$ cat src/rtl/irq_pkg.sv
package irq_pkg;
  localparam int ADDR_W = 3;
  localparam logic [ADDR_W-1:0] A_CTRL    = 3'd0;
  localparam logic [ADDR_W-1:0] A_MASK    = 3'd1;
  localparam logic [ADDR_W-1:0] A_MODE    = 3'd2;
  localparam logic [ADDR_W-1:0] A_STATUS  = 3'd3;
  localparam logic [ADDR_W-1:0] A_NMI_LEN = 3'd4;
endpackage

$ cat src/rtl/irq_sync.sv
module irq_sync #(
  parameter int W = 1,
  parameter logic RST_VAL = 1'b1
) (
  input  logic         clk_i,
  input  logic         rst_ni,
  input  logic [W-1:0] d_i,
  output logic [W-1:0] q_o
);
  logic [W-1:0] s1_q, s2_q;

  always_ff @(posedge clk_i or negedge rst_ni) begin
    if (!rst_ni) begin
      s1_q <= {W{RST_VAL}};
      s2_q <= {W{RST_VAL}};
    end else begin
      s1_q <= d_i;
      s2_q <= s1_q;
    end
  end

  assign q_o = s2_q;
endmodule

$ cat src/rtl/irq_edge_cap.sv
module irq_edge_cap #(
  parameter int N = 8
) (
  input  logic         clk_i,
  input  logic         rst_ni,
  input  logic [N-1:0] act_i,
  input  logic [N-1:0] edge_mode_i,
  input  logic [N-1:0] clr_i,
  output logic [N-1:0] status_o
);
  logic [N-1:0] act_q;
  logic [N-1:0] edge_q;

  always_ff @(posedge clk_i or negedge rst_ni) begin
    if (!rst_ni) act_q <= '0;
    else         act_q <= act_i;
  end

  for (genvar i = 0; i < N; i++) begin : g_bit
    logic trail;
    assign trail = act_q[i] & ~act_i[i];

    // set wins over a simultaneous clear so no event is lost
    always_ff @(posedge clk_i or negedge rst_ni) begin
      if (!rst_ni) edge_q[i] <= 1'b0;
      else         edge_q[i] <= (edge_q[i] & ~clr_i[i]) | (trail & edge_mode_i[i]);
    end

    assign status_o[i] = edge_mode_i[i] ? edge_q[i] : act_i[i];

    a_r5_sticky: assert property (@(posedge clk_i) disable iff (!rst_ni)
      (edge_q[i] && !clr_i[i]) |=> edge_q[i]);
    a_r3_no_set_in_level: assert property (@(posedge clk_i) disable iff (!rst_ni)
      (!edge_q[i] && !edge_mode_i[i]) |=> !edge_q[i]);
  end
endmodule

$ cat src/rtl/irq_nmi_qual.sv
module irq_nmi_qual #(
  parameter int CNT_W = 8
) (
  input  logic             clk_i,
  input  logic             rst_ni,
  input  logic             act_i,
  input  logic [CNT_W-1:0] min_len_i,
  output logic             fire_o
);
  logic             act_q, run_q, fire_q;
  logic [CNT_W-1:0] cnt_q;

  always_ff @(posedge clk_i or negedge rst_ni) begin
    if (!rst_ni) begin
      act_q  <= 1'b0;
      run_q  <= 1'b0;
      fire_q <= 1'b0;
      cnt_q  <= '0;
    end else begin
      act_q  <= act_i;
      fire_q <= 1'b0;
      if (!act_i) begin
        run_q <= 1'b0;
      end else if (!act_q) begin
        run_q <= 1'b1;
        cnt_q <= '0;
      end else if (run_q) begin
        if (cnt_q >= min_len_i) begin
          fire_q <= 1'b1;
          run_q  <= 1'b0;
        end else begin
          cnt_q <= cnt_q + 1'b1;
        end
      end
    end
  end

  assign fire_o = fire_q;

  a_r10_single_pulse: assert property (@(posedge clk_i) disable iff (!rst_ni)
    fire_q |=> !fire_q);
  a_r10_fire_needs_active: assert property (@(posedge clk_i) disable iff (!rst_ni)
    fire_q |-> act_q);
endmodule

$ cat src/rtl/irq_prio_enc.sv
module irq_prio_enc #(
  parameter int N  = 8,
  parameter int IW = 3
) (
  input  logic [N-1:0]  req_i,
  output logic          valid_o,
  output logic [IW-1:0] id_o
);
  always_comb begin
    id_o = '0;
    for (int i = N - 1; i >= 0; i--) begin
      if (req_i[i]) id_o = IW'(i);
    end
  end

  assign valid_o = |req_i;
endmodule

$ cat src/rtl/irq_capture_top.sv
module irq_capture_top
  import irq_pkg::*;
#(
  parameter int N_SRC = 16,
  parameter int CNT_W = 8,
  localparam int IW = $clog2(N_SRC)
) (
  input  logic              clk_i,
  input  logic              rst_ni,
  input  logic [N_SRC-1:0]  irq_ni,
  input  logic              nmi_ni,
  input  logic              reg_we_i,
  input  logic [ADDR_W-1:0] reg_addr_i,
  input  logic [N_SRC-1:0]  reg_wdata_i,
  output logic [N_SRC-1:0]  reg_rdata_o,
  output logic              irq_o,
  output logic [IW-1:0]     irq_id_o,
  output logic              nmi_o
);
  logic             gen_en_q;
  logic [N_SRC-1:0] mask_q, mode_q;
  logic [CNT_W-1:0] nmi_len_q;

  always_ff @(posedge clk_i or negedge rst_ni) begin
    if (!rst_ni) begin
      gen_en_q  <= 1'b0;
      mask_q    <= '1;
      mode_q    <= '0;
      nmi_len_q <= '0;
    end else if (reg_we_i) begin
      case (reg_addr_i)
        A_CTRL:    gen_en_q  <= reg_wdata_i[0];
        A_MASK:    mask_q    <= reg_wdata_i;
        A_MODE:    mode_q    <= reg_wdata_i;
        A_NMI_LEN: nmi_len_q <= reg_wdata_i[CNT_W-1:0];
        default: ;
      endcase
    end
  end

  logic [N_SRC-1:0] irq_s;
  logic             nmi_s;

  irq_sync #(.W(N_SRC), .RST_VAL(1'b1)) u_sync_irq (
    .clk_i(clk_i), .rst_ni(rst_ni), .d_i(irq_ni), .q_o(irq_s)
  );
  irq_sync #(.W(1), .RST_VAL(1'b1)) u_sync_nmi (
    .clk_i(clk_i), .rst_ni(rst_ni), .d_i(nmi_ni), .q_o(nmi_s)
  );

  logic [N_SRC-1:0] clr, status, pending;
  assign clr = (reg_we_i && reg_addr_i == A_STATUS) ? reg_wdata_i : '0;

  irq_edge_cap #(.N(N_SRC)) u_cap (
    .clk_i(clk_i), .rst_ni(rst_ni), .act_i(~irq_s), .edge_mode_i(mode_q),
    .clr_i(clr), .status_o(status)
  );

  assign pending = status & ~mask_q & {N_SRC{gen_en_q}};

  irq_prio_enc #(.N(N_SRC), .IW(IW)) u_prio (
    .req_i(pending), .valid_o(irq_o), .id_o(irq_id_o)
  );

  irq_nmi_qual #(.CNT_W(CNT_W)) u_nmi (
    .clk_i(clk_i), .rst_ni(rst_ni), .act_i(~nmi_s), .min_len_i(nmi_len_q),
    .fire_o(nmi_o)
  );

  always_comb begin
    case (reg_addr_i)
      A_CTRL:    reg_rdata_o = N_SRC'(gen_en_q);
      A_MASK:    reg_rdata_o = mask_q;
      A_MODE:    reg_rdata_o = mode_q;
      A_STATUS:  reg_rdata_o = status;
      A_NMI_LEN: reg_rdata_o = N_SRC'(nmi_len_q);
      default:   reg_rdata_o = '0;
    endcase
  end

  a_r7_masked_never_wins: assert property (@(posedge clk_i) disable iff (!rst_ni)
    irq_o |-> !mask_q[irq_id_o]);
  a_r8_global_gate: assert property (@(posedge clk_i) disable iff (!rst_ni)
    !gen_en_q |-> !irq_o);
  a_r9_winner_pending: assert property (@(posedge clk_i) disable iff (!rst_ni)
    irq_o |-> status[irq_id_o]);
  a_r9_lowest_index: assert property (@(posedge clk_i) disable iff (!rst_ni)
    irq_o |-> ((pending & ((N_SRC'(1) << irq_id_o) - N_SRC'(1))) == '0));
endmodule

$ cat config.mk
export PLATFORM = sky130hd
export DESIGN_NAME = irq_capture_top
export DESIGN_NICKNAME = d
export VERILOG_FILES = /design/src/rtl/irq_pkg.sv /design/src/rtl/irq_sync.sv /design/src/rtl/irq_edge_cap.sv /design/src/rtl/irq_nmi_qual.sv /design/src/rtl/irq_prio_enc.sv /design/src/rtl/irq_capture_top.sv
export SDC_FILE = /design/constraint.sdc
export NUM_CORES = 1
export LEC_CHECK = 0
export BUFFER_PORTS_ARGS = -buffer_cell sky130_fd_sc_hd__buf_2
export CAP_MARGIN = 30
export CORE_ASPECT_RATIO = 0.5
export CORE_MARGIN = 2
export CORE_UTILIZATION = 50
export DETAILED_ROUTE_END_ITERATION = 6
export PLACE_DENSITY_LB_ADDON = 0.3
export SYNTH_ARGS = -nofsm -noshare
export SYNTH_HDL_FRONTEND = slang
export SYNTH_SLANG_ARGS = --single-unit
$ cat constraint.sdc
create_clock -name clk_i -period 3.45 [get_ports clk_i]
set_input_delay 0.69 -clock clk_i [delete_from_list [all_inputs] [get_ports clk_i]]
set_output_delay 0.69 -clock clk_i [all_outputs]
set_load 0.01 [all_outputs]
Word-level counts from Yosys, hierarchy flattened
Cells that the tools add are included.

word-level totals
  flip-flop bits (word level) = 118
  bits in read-only memories = 0
  output and inout bits = 22
  memories = 0
  RAM bits = 0
  latch bits = 0

cells by class
  magnitude comparators = 1
  shift-type cells = 0
  multiply operators = 0
  muxes and demuxes = 45
  divide/modulo/power cells = 0
  bitwise gates (word level) = 101
  reduce and logical (&&, ||, !) cells = 8
  add/sub/neg operators = 1
  equality and inequality tests = 6

operators with widths
  cell                                            count
  one-hot mux 16 bit (5 select lines)             1
  two-way mux 4 bit                               16
  bitwise AND 1 bit                               48
  NOT 1 bit                                       33
  bitwise AND 16 bit                              2
  NOT 16 bit                                      2
  two-way mux 1 bit                               24
  two-way mux 8 bit                               3
  two-way mux 16 bit                              1
  OR 1 bit                                        16
  OR reduction 16 bit                             1
  adder 8 x 1 -> 8 bit (second input constant)    1
  greater-or-equal comparator 8 bit               1
  AND reduction 2 bit                             4
  == test 3 x 2 -> 1 bit (second input constant)  2
  inequality test 2 bit (second input constant)   2
  == test 3 x 1 -> 1 bit (second input constant)  1
  == test 3 bit (second input constant)           1
  logical NOT 3 bit                               1
  AND reduction 3 bit                             1
  logical AND 1 bit                               1

Depth between registers and ports, before layout
Gate-level depths: netlist of run 1.

  word-level depth = 20
  depth in mapped cells = 7
  gate-level depth less buffers = 7

Hierarchy
From an unflattened synthesis of run 1, not the netlist that was laid out.

second synthesis, totals
  cell total of the unflattened synthesis = 470
  area, all modules = 5496.5 sq um

modules (own cells, without submodules)
  module                  cells an instance  seq. area each (sq um)  area each (sq um)  instances
  irq_capture_top         218                1046.0                  2387.3             1
  irq_edge_cap            96                 800.8                   1263.7             1
  irq_sync at u_sync_irq  32                 840.8                   840.8              1
  irq_nmi_qual            88                 275.3                   775.7              1
  irq_prio_enc            34                 0.0                     176.4              1
  irq_sync at u_sync_nmi  2                  52.6                    52.6               1

Least setup slack after synthesis of run 1
No wires, ideal clock.

  path type = input to output
  from = input port reg_addr_i[0]
  to = output port reg_rdata_o[2]
  stages on the path = 5
  arrival = 1752 ps
  path slack = 1008 ps
  path through = buf_2 nor3b_2 clkbuf_1 a22oi_1 nand3_1

between the ends
  cells in the longest elaborated chain, start to end = 2
  elaborated cells between the ends (all ways) = 6
  classes of those cells = eq/ne: 4; mux: 1; reduce/logical: 1

ends and longest elaborated chain
  element                                  line                   RTL
  from (decl)                              irq_capture_top.sv:13  input logic [ADDR_W-1:0] reg_addr_i,
  == test 3 bit (tied with other cells)    irq_capture_top.sv:71  case (reg_addr_i)
  one-hot mux 16 bit (5 select lines) (*)  irq_capture_top.sv:71
  to (decl)                                irq_capture_top.sv:15  output logic [N_SRC-1:0] reg_rdata_o,

Every way passes the cells marked *; elsewhere a longest branch is shown, timed or not.

Worst setup path in the final report of run 1
  from = register gen_en_q
  to = output port irq_id_o[0]

between the ends
  cells in the longest elaborated chain, start to end = 17

ends and longest elaborated chain
  element                          line                   RTL
  from (decl)                      irq_capture_top.sv:20  logic gen_en_q;
  from (signal assigned)           irq_capture_top.sv:32  A_CTRL: gen_en_q <= reg_wdata_i[0];
  bitwise AND 16 bit (*)           irq_capture_top.sv:59  assign pending = status & ~mask_q & {N_SRC{gen_en_q}};
  two-way mux 4 bit (15 in a row)  irq_prio_enc.sv:12     if (req_i[i]) id_o = IW'(i);
  two-way mux 4 bit (*)            irq_prio_enc.sv:12
  to (decl)                        irq_capture_top.sv:17  output logic [IW-1:0] irq_id_o,

Marked as above.

==> results of run 1 <==
-- layer usage --
layer | vias up | routed length, um | global-route usage
li1 | 1787 | - | -
met1 | 1886 | 5430 | 0.298
met2 | 67 | 5450 | 0.351
met3 | 11 | 525 | 0.0623
met4 | 0 | 103 | 0.0800
met5 | - | 0 | 0
-- through the flow --
step	instance area [um^2]	worst slack, ns	utilization
2_1_floorplan	5260	1.01	-
3_3_place_gp	5720	0.784	0.560
3_5_place_dp	5720	0.756	0.560
4_1_cts	6260	0.473	0.612
5_1_grt	6260	0.249	0.612
6_report	6260	0.461	0.613
-- area by class of cell --
cell class | count | area (um^2) | area share
Multi-Input combinational cell | 287 | 2000 | 0.320
Antenna cell | 1 | 2.50 | 0.000400
Tap cell | 140 | 175 | 0.0280
Clock buffer | 21 | 450 | 0.0720
Timing Repair Buffer | 69 | 383 | 0.0612
Clock inverter | 11 | 85.1 | 0.0136
Inverter | 39 | 146 | 0.0234
Sequential cell | 118 | 3020 | 0.482
-- sequential cells by signal, indices dropped and copies added, names as in the netlist --
name,flops
nmi_len_q,8
u_nmi.act_q,1
u_nmi.cnt_q,8
u_sync_irq.q_o,16
u_nmi.fire_o,1
mask_q,16
u_cap.act_q,16
mode_q,16
gen_en_q,1
u_sync_nmi.s1_q,1
u_nmi.run_q,1
u_sync_nmi.q_o,1
u_cap.edge_q,16
u_sync_irq.s1_q,16
-- synthesized netlist by cell type, drive strengths merged --
cell,n
a2111o,1
a2111oi,1
a211o,6
a211oi,9
a21boi,1
a21o,1
a21oi,14
a221o,5
a22o,1
a22oi,3
a31oi,2
a32o,20
a41o,1
and2,7
and3,4
and4b,3
buf,12
clkbuf,3
dfrtp,68
dfstp,50
ha,9
inv,39
mux2,29
mux2i,3
nand2,63
nand2b,17
nand3,10
nand3b,1
nand4,8
nand4b,3
nor2,10
nor2b,2
nor3,3
nor3b,3
nor4b,1
nor4bb,1
o2111ai,1
o211ai,3
o21a,1
o21ai,20
o221ai,7
or2,10
xnor2,3
-- power groups by stage --
stage / registers [mW] / clock network [mW] / logic, mW
final: 1.79 / 1.59 / 0.698
after global routing: 1.82 / 1.69 / 0.795
after CTS: 1.79 / 1.63 / 0.704
after detailed placement: 1.81 / 0 / 0.697
after global placement: 1.80 / 0 / 0.682
after floorplan: 1.75 / 0 / 0.491
-- worst max-delay path by stage --
stage / start / end / slack (ns) / depth (start not counted)
finish: gen_en_q$_DFFE_PN0P_ / irq_id_o[0] / 0.46 / 6
global route: gen_en_q$_DFFE_PN0P_ / irq_id_o[0] / 0.25 / 6
CTS: gen_en_q$_DFFE_PN0P_ / irq_id_o[1] / 0.47 / 6
detailed placement: reg_addr_i[1] / reg_rdata_o[15] / 0.76 / 7
global placement: reg_addr_i[1] / reg_rdata_o[3] / 0.78 / 8
floorplan: reg_addr_i[0] / reg_rdata_o[2] / 1.01 / 5
-- kinds of logic after synthesis --
logic type               share of synthesized area
XOR/XNOR                                   0.00500
multiplexers                                0.0678
AND/OR/NAND/NOR                              0.146
flip-flops                                   0.574
buffers and inverters                       0.0459
adder cells (fa/ha/maj)                     0.0214
AO/OA/AOI/OAI                                0.141
==> impl_metrics.tcl, run 1 <==
set metrics [dict create \
    antenna_found_initial 0 \
    worstRegToRegCells 7 \
    cts_tree "built" \
    place_congestion 0.851 \
    timing.critical_path.fanout_max 12 \
    rsz0062_at_grt "false" \
    holdPathStages 0 \
    io_buffers 60 \
    hold_viol 0 \
    post_cts_buffers 0 \
    clock-sinks 118 \
    die_height_um 76.5 \
    io_pins 61 \
    cts.clk_slew.worst_paths_ns 0.05 \
    grt_pass1_wl_mm 19.4 \
    hold-worst-slack_ns 0.349 \
    yosysTopAreaCell "dfrtp_1" \
    finalSetupTns_ns 0 \
    end_kind "output port" \
    drtIter0Drc 284 \
    hp-class "reg2reg" \
    ys_warn_count 0 \
    hold_end "u_sync_irq.q_o[1]$_DFF_PN1_" \
    timing.final.crit_share 0.866 \
    drt-vias-per-instance 5.47 \
    cpPeakStageDelay_ns 0.55 \
    power_density_nw_per_um2 652 \
    r2r_setup_slack_ns 1.30 \
    cp_top_family "compound AO/OA/AOI/OAI gates" \
    synth_top_area_share 0.324 \
    min-delay-start "u_sync_irq.s1_q[1]$_DFF_PN1_" \
    grt_pass1_vias 3796 \
    synth-seq-cells 118 \
    netSwitchingFraction 0.279 \
    routedWlPerCell_um 16.8 \
    layout.nets 580 \
    finalSetupViolations 0 \
    rr_endpoint "u_nmi.cnt_q[2]$_DFFE_PN0P_" \
    p_switching_mw 1.14 \
    initial_core_util 0.515 \
    rr_startpoint "u_nmi.cnt_q[0]$_DFFE_PN0P_" \
    ant_nets 0 \
    htree_levels 4 \
    maxSlewViolCount 0 \
    yosysUniqueCellTypes 53 \
    crit_required_ns 2.76 \
    placedCellCount 653 \
    irDropWorstVdd_uv 324 \
    drc 0 \
    ctsResizeCount 0 \
    dp_hpwl_mm 7.79 \
    grt_max_degree 66 \
    final_cell_mix "68 x dfrtp_1, 63 x nand2_1, 59 x buf_2" \
    drtPass1Iterations 4 \
    layout-drive-gt1-share 0.336 \
    rows 26 \
    clockRootBuffer "clkbuf_16" \
    final_cells 686 \
    synthToLayoutAreaGrowth_pct 19.0 \
    cp.arrival_ns 2.30 \
    cp_slowest_cell "dfrtp_1" \
    cts_made_buffers 17 \
    ctsLongestPathBuffers 2 \
    die_w_um 149 \
    finClkSkew_ns 0.0125 \
    synth_seq_area_share 0.574 \
    grt-ovfl-total 0 \
    slew_headroom 0.430 \
    max_freq_mhz 335 \
    syn-instance-count 459 \
    final_common_cell "dfrtp_1" \
    criticalPathCategory "reg2out" \
    p_total_mw 4.08 \
    path_buf_inv 2 \
    syn-num-nets 507 \
    worst_pin_slew_ns 0.855 \
    die_area_um2 11400 \
    internal_power_mw 2.94 \
    postSynthAreaPerCell_um2 11.5 \
    crit_chain "inv_2 -> a211oi_1 -> a21boi_0 -> a211oi_1 -> o21ai_0 -> buf_2" \
    p_leak_nw 2.80 \
    clockPowerShare 0.390 \
    critPathLaunchType "flop" \
    status "completed" \
    routed_wl_mm 11.5 \
    clk_latency_ns 0.41 \
    synth.area.top_cells "dfrtp_1 32%, dfstp_2 25%, nand2_1 4.5%, mux2_2 4.1%, a32o_1 3.8%" \
    via_count 3751 \
    grt_util_all_layers 0.223 \
    seq_power_share 0.438 \
    netlist_area_um2 5260 \
    comb_power_share 0.171 \
    final.fill_count 798 \
    fin_crit_ns 2.99 \
    crit_top_cell "a211oi_1" \
    core_um2 10200 \
    drv_cap 0 \
    ctsHoldBuffers 0 \
]
Power figures use the tool's default switching activity.
==> run 2, diff against run 1 <==
- SYNTH_HIERARCHICAL: unset -> 1
==> run 2 against run 1 <==
Final cell count rose by 1.0%. Global-route usage decreased by 1.5 points. Design area increased by 6.1%.
==> impl_metrics.tcl, run 2 <==
set metrics [dict create \
    status "completed" \
    critPathLaunch "u_sync_irq/q_o[6]$_DFF_PN1_" \
    crit_required_ns 2.76 \
    ctsLongestPathBuffers 2 \
    slew_headroom 0.531 \
    yosysTopAreaCell "dfrtp_1" \
    die_w_um 152 \
    syn-instance-count 470 \
    drt-vias-per-instance 5.47 \
    p_switching_mw 1.18 \
    ctsHoldBuffers 0 \
    cp.arrival_ns 2.38 \
    routedWlPerCell_um 16.8 \
    max_freq_mhz 325 \
    clockPowerShare 0.433 \
    cts_made_buffers 17 \
    comb_power_share 0.178 \
    synthToLayoutAreaGrowth_pct 20.8 \
    hp-class "in2async" \
    yosysUniqueCellTypes 55 \
    synth.area.top_cells "dfrtp_1 31%, dfstp_2 24%, mux2_2 8.2%, mux2_4 7.1%, inv_1 3.3%" \
    rr_endpoint "u_nmi/cnt_q[6]$_DFFE_PN0P_" \
    io_pins 61 \
    htree_levels 4 \
    synth-seq-cells 118 \
    synth_edf_count 0 \
    synth_top_area_share 0.310 \
    drv_cap 0 \
    synthTopCellsByCount "68 x dfrtp_1, 50 x dfstp_2, 48 x inv_1" \
    finalSetupTns_ns 0 \
    finalSetupViolations 0 \
    clock-sinks 118 \
    worstRegToRegCells 7 \
    synth_seq_area_share 0.549 \
    place_congestion 0.787 \
    synthArstFlopShare 1.00 \
    io_buffers 60 \
    clk_latency_ns 0.41 \
    timing.critical_path.fanout_max 3 \
    grt_util_all_layers 0.208 \
    ctsResizeCount 0 \
    drtPass1Iterations 5 \
    power_density_nw_per_um2 695 \
    criticalPathCategory "reg2out" \
    clockRootBuffer "clkbuf_16" \
    core_um2 10400 \
    ys.flop_type "dfrtp_1" \
    drtIter0Drc 309 \
    final_common_cell "dfrtp_1" \
    end_kind "output port" \
    cp_slowest_cell "dfstp_2" \
    irDropWorstVdd_uv 368 \
    layout-drive-gt1-share 0.405 \
    postSynthAreaPerCell_um2 11.7 \
    post_cts_buffers 0 \
    netSwitchingFraction 0.255 \
    die_area_um2 11900 \
    ys_warn_count 6 \
    hold_viol 0 \
    path_buf_inv 2 \
    rr_startpoint "nmi_len_q[7]$_DFFE_PN0P_" \
    netlist_area_um2 5500 \
    grt_pass1_vias 3743 \
    maxSlewViolCount 0 \
    cts.clk_slew.worst_paths_ns 0.06 \
    num_antenna_cells 0 \
    initial_core_util 0.526 \
    internal_power_mw 3.44 \
    via_count 3793 \
    grt_max_degree 53 \
    p_leak_nw 3.15 \
    final_cell_mix "68 x dfrtp_1, 59 x buf_2, 50 x dfstp_2" \
    dp_hpwl_mm 7.70 \
    cp_top_family "simple AND/OR/NAND/NOR gates" \
    die_height_um 78.1 \
    ant_nets 0 \
    worst_pin_slew_ns 0.702 \
    rsz0062_at_grt "false" \
    grt-ovfl-total 0 \
    drc 0 \
    syn-num-nets 518 \
    routed_wl_mm 11.6 \
    fin_crit_ns 3.07 \
    cts_tree "built" \
    seq_power_share 0.389 \
    r2r_setup_slack_ns 0.95 \
    layout.nets 588 \
    hold-worst-slack_ns 0.310 \
    critPathLaunchType "flop" \
    grt_pass1_wl_mm 19.0 \
    yosysMostFrequentCell "dfrtp_1" \
    crit_chain "inv_1 -> mux2_4 -> and3b_1 -> nor4_2 -> nand3_1 -> or3_1 -> buf_2" \
    finClkSkew_ns 0.00695 \
    antenna_found_initial 0 \
    timing.final.crit_share 0.891 \
    rows 26 \
    cpPeakStageDelay_ns 0.52 \
]
-- run 2: cell type report --
cell class | count | area (um^2)
clock buffers | 24 | 512
multi-input cells | 286 | 2210
well taps | 140 | 175
fillers | 802 | 3800
flip-flops and latches | 118 | 3020
clock inverters | 8 | 165
inverters | 48 | 180
repair buffers | 69 | 383
-- run 2: worst register-to-register path, cell delays in order, from the launching register on --
cell and delay, ns:
dfrtp_1 0.40, inv_1 0.08, ha_1 0.33, and3_4 0.19, a221o_1 0.34, a211o_1 0.44, o311a_1 0.40, a31o_2 0.21
-- run 2: worst max-delay path by stage --
stage                           endpoint  cells past startpoint  slack (ns)
after floorplan                    irq_o                      6        1.07
after global placement    reg_rdata_o[0]                      5        0.62
after detailed placement  reg_rdata_o[3]                      5        0.61
after CTS                          irq_o                      7        0.38
after global routing               irq_o                      8        0.33
final                              irq_o                      7        0.38
-- run 2: kinds of logic after synthesis --
kind of cell / count (synthesis) / synth area share
buffers and inverters: 66 / 0.0519
AOI/OAI and AO/OA: 71 / 0.0904
adders and majority gates: 9 / 0.0205
DFF: 118 / 0.549
and+or+nand+nor: 133 / 0.123
muxes: 73 / 0.166
-- run 2: per-stage QoR --
stage / worst slack [ns] / area, um^2 / power [mW] / cells / util
after floorplan: 1.07 / 5500 / 2.36 / 470 / -
after global placement: 0.623 / 5960 / 2.60 / 661 / 0.571
after detailed placement: 0.607 / 5960 / 2.62 / 661 / 0.571
after CTS: 0.384 / 6640 / 4.65 / 693 / 0.636
after global routing: 0.326 / 6640 / 4.83 / 693 / 0.636
final: 0.375 / 6640 / 4.62 / 693 / 0.636
-- run 2: power groups by stage --
stage | registers, mW | logic (mW) | clock network (mW)
after floorplan | 1.75 | 0.609 | 0
after detailed placement | 1.81 | 0.814 | 0
after global placement | 1.80 | 0.793 | 0
after CTS | 1.79 | 0.824 | 2.03
after global routing | 1.82 | 0.907 | 2.10
final | 1.80 | 0.821 | 2.00
-- run 2: metal layers --
metal	vias up	global-route usage	wire length, um
li1	1777	-	-
met1	1897	0.270	5330
met2	111	0.335	5570
met3	8	0.0618	675
met4	0	0.0794	67
met5	-	0	0
